### config.mk
export PLATFORM = sky130hd
export DESIGN_NAME = lpc_aux_check
export DESIGN_NICKNAME = d
export VERILOG_FILES = /design/src/rtl/lpc_aux_check.sv
export SDC_FILE = /design/constraint.sdc
export NUM_CORES = 1
export LEC_CHECK = 0
export BUFFER_PORTS_ARGS = -buffer_cell sky130_fd_sc_hd__buf_2
export CORE_ASPECT_RATIO = 1.5
export CORE_MARGIN = 2
export CORE_UTILIZATION = 60
export CTS_CLUSTER_DIAMETER = 200
export CTS_CLUSTER_SIZE = 24
export DETAILED_ROUTE_END_ITERATION = 12
export PLACE_DENSITY = 0.8
export SLEW_MARGIN = 10
export SYNTH_ARGS = -nofsm -noshare
export SYNTH_HDL_FRONTEND = slang
export SYNTH_SLANG_ARGS = --single-unit
### constraint.sdc
create_clock -name clk -period 2.7 [get_ports clk]
set_input_delay 0.675 -clock clk [delete_from_list [all_inputs] [get_ports clk]]
set_output_delay 0.675 -clock clk [all_outputs]
set_load 0.05 [all_outputs]
### src/rtl/lpc_aux_check.sv
module lpc_aux_check #(
    parameter int FRAME_LEN = 8,
    parameter int BX_MAX    = 159,
    parameter int BX_MIN    = 1
) (
    input  logic       clk,
    input  logic       rst_n,
    input  logic       start,
    input  logic       active,
    input  logic       data_xor,
    input  logic       bx_bit,
    input  logic       zero_bit,
    input  logic       mark_bit,
    input  logic       par_bit,
    output logic [3:0] miss      // [0] counter lane, [1] zero lane, [2] marker lane, [3] parity lane
);

    localparam int PH_W = $clog2(FRAME_LEN);
    localparam int BX_W = FRAME_LEN;

    typedef struct packed {
        logic            locked;
        logic            acq;
        logic [PH_W-1:0] phase;
        logic [BX_W-1:0] shreg;
        logic [BX_W-1:0] bx_exp;
    } aux_t;

    aux_t st_d, st_q;

    function automatic logic [BX_W-1:0] bx_next(input logic [BX_W-1:0] v);
        return (v >= BX_W'(BX_MAX)) ? BX_W'(BX_MIN) : v + 1'b1;
    endfunction

    logic [BX_W-1:0] grp;
    logic            last;
    logic [PH_W-1:0] nxt_phase;

    always_comb begin
        st_d           = st_q;
        grp            = st_q.shreg;
        grp[st_q.phase] = bx_bit;
        last           = (st_q.phase == PH_W'(FRAME_LEN - 1));
        nxt_phase      = last ? '0 : st_q.phase + 1'b1;

        if (start) begin
            st_d.locked = 1'b0;
            st_d.acq    = 1'b0;
            st_d.phase  = '0;
        end else if (active) begin
            if (!st_q.locked) begin
                if (mark_bit) begin
                    st_d.locked = 1'b1;
                    st_d.acq    = 1'b1;
                    st_d.phase  = PH_W'(1);
                    st_d.shreg  = grp;
                end
            end else begin
                st_d.phase = nxt_phase;
                if (st_q.acq) begin
                    st_d.shreg = grp;
                    if (last) begin
                        st_d.acq    = 1'b0;
                        st_d.bx_exp = bx_next(grp);
                    end
                end else if (last) begin
                    st_d.bx_exp = bx_next(st_q.bx_exp);
                end
            end
        end

        miss[0] = st_q.locked && !st_q.acq && (bx_bit != st_q.bx_exp[st_q.phase]);
        miss[1] = zero_bit;
        miss[2] = st_q.locked && (mark_bit != (st_q.phase == '0));
        miss[3] = par_bit != (data_xor ^ bx_bit ^ zero_bit ^ mark_bit);
    end

    always_ff @(posedge clk or negedge rst_n) begin
        if (!rst_n) begin
            st_q <= '0;
        end else begin
            st_q <= st_d;
        end
    end

endmodule

### Word level (Yosys, flattened, before mapping)

Cells that the tools add are included.

| storage, ports and cells | value |
|---|---|
| flip-flop bits (word level) | 21 |
| logic and storage cells | 53 |
| output and inout bits | 4 |
| bits of input ports | 9 |

| operators by class | value |
|---|---|
| equality and inequality tests | 5 |
| add/subtract/negate cells | 3 |
| multiplexer cells | 20 |
| reductions and logical operators | 12 |
| order comparisons | 4 |
| bitwise logic cells | 4 |

Operators with widths:

| cell | count |
|---|---|
| 8-bit two-way mux | 7 |
| 21-bit two-way mux | 1 |
| 8-bit by 1-bit adder with 8-bit output, second input constant | 2 |
| 8-bit greater-or-equal comparator, second input constant | 2 |
| 13-bit two-way mux | 1 |
| 12-bit two-way mux | 1 |
| 8-bit bitwise mux | 1 |
| 4-bit AND reduction | 2 |
| 1-bit two-way mux | 5 |
| 5-bit two-way mux | 1 |
| 1-bit logical AND | 4 |
| 3-bit by 4-bit < comparator with 1-bit output, second input constant | 1 |
| 2-bit nonzero test | 2 |
| 3-bit by 1-bit adder with 3-bit output, second input constant | 1 |
| 1-bit binary-select mux with 3-bit select | 1 |
| 1-bit demux with 3-bit select | 1 |
| 3-bit == test, second input constant | 1 |
| 3-bit by 1-bit greater-or-equal comparator with 1-bit output, second input constant | 1 |
| 3-bit logical NOT | 1 |
| 3-bit two-way mux | 1 |
| 1-bit != test | 3 |
| 3-bit nonzero test | 1 |
| 1-bit bitwise XOR | 3 |
| 2-bit != test, second input constant | 1 |
| other kinds (3) | 3 |

### Longest topological paths before layout

| depth | value |
|---|---|
| depth after elaboration | 12 |
| depth in mapped cells | 10 |
| depth with buffers taken out | 8 |

### Worst setup path before layout

No wires, ideal clock.

| timing path | value |
|---|---|
| path kind | reg2out |
| start point | register st_q[16] (netlist name) |
| end point | output port miss[0] |
| setup slack | -0.431 ns |
| arrival | 2.456 ns |
| stages on the path, launching flop included | 7 |
| cells stage by stage | dfrtp_1 > buf_6 > nand2b_1 > mux4_2 > nand3_1 > xnor2_1 > nor3b_1 |

| between the ends | value |
|---|---|
| word-level cells in the longest chain between the ends | 4 |

Ends and longest elaborated chain:

| what | line | RTL |
|---|---|---|
| start, declared | 29 | `aux_t st_d, st_q;` |
| start signal, assigned | 82 | `st_q <= st_d;` |
| 1-bit binary-select mux with 3-bit select | 72 | `miss[0] = st_q.locked && !st_q.acq && (bx_bit != st_q.bx_exp[st_q.phase]);` |
| 1-bit two-way mux (implied by the code) | 72 |  |
| 1-bit != test | 72 |  |
| 1-bit logical AND | 72 |  |
| end, declared | 15 | `output logic [3:0] miss` |

Every way passes these cells. The select of a mux whose other input is x is not followed.

### Worst setup path after layout

Ends and elaborated chain as after synthesis.

==> key figures <==
Outcome
  • Status: complete, no violations

Die
  • Die X: 47.5 µm
  • Die Ht: 69.3 µm
  • FP Rows: 23
  • Total die area: 3300 µm²
  • Starting Density: 0.631
  • Core ar.: 2710 µm²
  • IO Count: 13

Timing
  • Setup TNS: 0 ns
  • Tcrit/Tclk final: 0.961
  • Slew headroom: 0.673
  • Final setup viols: 0
  • Pins over their slew limit: 0
  • Min Tclk post-route: 2.59 ns
  • Worst slew pin tran: 0.489 ns
  • Clock skew: 0.00398 ns
  • Achievable Freq: 386 MHz
  • Final Hold Vio Count: 0

Route
  • Vias: 1519
  • Detailed Route WL: 3.84 mm
  • 1st-iter DRT viols: 56
  • DR DRC count: 0
  • Detailed-route wire length per cell: 16.3 µm
  • Top Layer Used: met4
  • Routed Antenna Nets: 0
  • Met2 routed WL: 2.06 mm
  • Vias per Instance: 6.46
  • Met3 wire len: 128 µm
  • Pre-Repair DR Iteration Count: 4
  • Post-Route M1 WL: 1.52 mm

Setup path
  • CP required: 2.03 ns
  • Arrival @ worst endpoint: 1.92 ns
  • Crit path from: st_q[16]$_DFFE_PN0P_
  • Largest stage delay on the critical path: 0.47 ns
  • CP Max Fanout: 6
  • FF-to-FF End: st_q[0]$_DFFE_PN0P_
  • Worst setup SP type: flop
  • Setup Crit Path Kind: flop to output port
  • CP Capture Type: output port
  • R2R depth: 9
  • Worst Setup EP: miss[0]
  • Worst path cell trace: nand2b_1, mux4_2, nand3_1, xnor2_1, nor3b_2, buf_6
  • Worst reg2reg path startpoint: st_q[16]$_DFFE_PN0P_
  • R2R setup slack: 0.22 ns
  • CP max-delay cell: mux4_2

Synth
  • Largest family of logic cells by synthesized area: simple AND/OR/NAND/NOR gates
  • Post-Syn Area: 1710 µm²
  • Area share of the largest cell type after synthesis: 0.308
  • Mapped Cells: 190
  • Compound-gate portion of the synthesized area: 0.194
  • Post-synthesis adder-cell area fraction: 0.0367
  • Post-synth EDFFs: 0
  • Syn Nets: 204
  • Syn Area/Cell: 8.98 µm²
  • Synth Register Bits: 21
  • Multiplexer share of the synthesized area: 0.110
  • Post-Synth XOR/XNOR Area: 0.0513
  • Ranking of synthesized cells by area: dfrtp_1 31%, xnor2_1 5.1%, nand2_1 4.6%, ha_1 3.7%, mux2i_1 3.5%
  • Top_reg_cell synth: dfrtp_1
  • Synth unique cells: 51
  • Synth top cells by count: 21 x dfrtp_1, 21 x nand2_1, 12 x nor2_1
  • Seq/Total Area, Yosys: 0.308
  • Area leader, netlist: dfrtp_1
  • Synth warn: 0
  • Post-Synth Simple-Gate Area: 0.247
  • Synth async-reset ratio: 1.00

Layout
  • Largest Register: st_q
  • # fillers: 218
  • Multi-input gate area: 1100 µm²
  • FF+latch area: 527 µm²
  • N_diodes: 0
  • Post-layout nets: 213
  • Fraction of layout cells with a size suffix above 1: 0.172
  • Number of flip-flops in the largest register: 21
  • Largest registers: st_q (21)
  • Final Core Density: 0.679
  • Layout area overhead: 7.70%

Clock network
  • Number of buffers created by CTS: 3
  • CTS Sinks: 21
  • Root Driver: clkbuf_8
  • H-tree levels: 1
  • Setup bufs post-CTS: 0
  • Clock transition at the registers of the reported paths: 0.08 ns
  • Clock Tree Buf Depth: 2
  • CTS tree: built
  • Clock Latency Late Sink: 0.27 ns

Global route
  • Initial antenna violation count: 0
  • First-pass GRT wire length: 6.82 mm
  • Vias in the first global route: 1545
  • Overflow after GRT: 0
  • Tot GR Track Use: 0.272
  • Largest net degree at the start of global routing: 22

Placed design
  • Post-DP HPWL: 2.87 mm
  • # port buffers: 12
  • Routability Congestion: 0.882

Power
  • Peak supply drop: 0.377 mV
  • Lkg Pwr: 0.000792 µW
  • Cell Pwr Density: 425 nW/µm²

Job
  • Max cap viols: 0

Worst hold path
  • Hold crit path type: primary input to asynchronous set/reset pin
-- cell type report --
class                   count  share of cell area
multi-input cells         151               0.596
flip-flops and latches     21               0.287
repair buffers             17              0.0565
well taps                  37              0.0252
clock buffers               3              0.0225
inverters                   5              0.0102
clock inverters             1             0.00272
-- per-stage QoR --
step	setup WS [ns]	hold slack (ns)	area, µm²	power [µW]	cells
4_1_cts	0.00144	0.372	1830	785	235
6_report	0.106	0.361	1840	780	235
2_1_floorplan	0.0467	0.379	1710	517	190
3_3_place_gp	0.257	0.474	1780	562	231
3_5_place_dp	0.218	0.496	1780	570	231
5_1_grt	-0.00399	0.401	1840	823	235
-- routing by layer --
metal,global-route usage,up-vias
li1,-,722
met1,0.343,732
met2,0.438,50
met3,0.0234,15
met4,0.135,0
met5,0,-
-- cells in the final DEF (no fill, tap or decap), types with 4 or more instances in the layout --
cell type	n
a21oi_1	10
buf_2	11
buf_4	5
dfrtp_1	20
ha_1	5
inv_1	5
mux2_1	5
mux2i_1	6
nand2_1	21
nor2_1	12
nor2b_1	5
nor3b_1	4
o21ai_0	4
o21ai_1	7
o31ai_1	5
xnor2_1	10
-- where the power goes --
group	internal, µW	switching [µW]	leakage (µW)
combinational	79.2	125	0.000487
clock	103	110	0.0000255
sequential	339	23.8	0.000279
total	521	259	0.000792
-- worst min-delay path by stage --
stage | from | to | slack [ns] | cells past startpoint
6_report | rst_n | st_q[6]$_DFFE_PN0P_ | 0.36 | 1
5_1_grt | rst_n | st_q[5]$_DFFE_PN0P_ | 0.40 | 1
4_1_cts | rst_n | st_q[9]$_DFFE_PN0P_ | 0.37 | 1
3_5_place_dp | st_q[15]$_DFFE_PN0P_ | st_q[15]$_DFFE_PN0P_ | 0.50 | 1
3_3_place_gp | st_q[9]$_DFFE_PN0P_ | st_q[9]$_DFFE_PN0P_ | 0.47 | 1
2_1_floorplan | rst_n | st_q[0]$_DFFE_PN0P_ | 0.38 | 0
-- worst max-delay path: cells and delay by family (launching register included) --
kind	cells	cell delay (ns)
multiplexers	1	0.47
flip-flops	1	0.45
AND/OR/NAND/NOR	3	0.45
buffers and inverters	1	0.18
XOR/XNOR	1	0.08
-- cells by family after synthesis --
| family | count (synthesis) |
|---|---|
| flip-flops | 21 |
| adder cells (fa/ha/maj) | 5 |
| AO/OA/AOI/OAI | 47 |
| multiplexers | 16 |
| XOR/XNOR | 10 |
| buffers and inverters | 18 |
| AND/OR/NAND/NOR | 73 |
-- repair_timing --
| item | CTS | global route |
|---|---|---|
| endpoints found under the setup margin | 0 | 1 |
| hold endpoints to repair | 0 | 0 |
| hold buffers | 0 | 0 |
| gates resized for setup | 0 | 4 |
(Power assumes the default switching activity.)
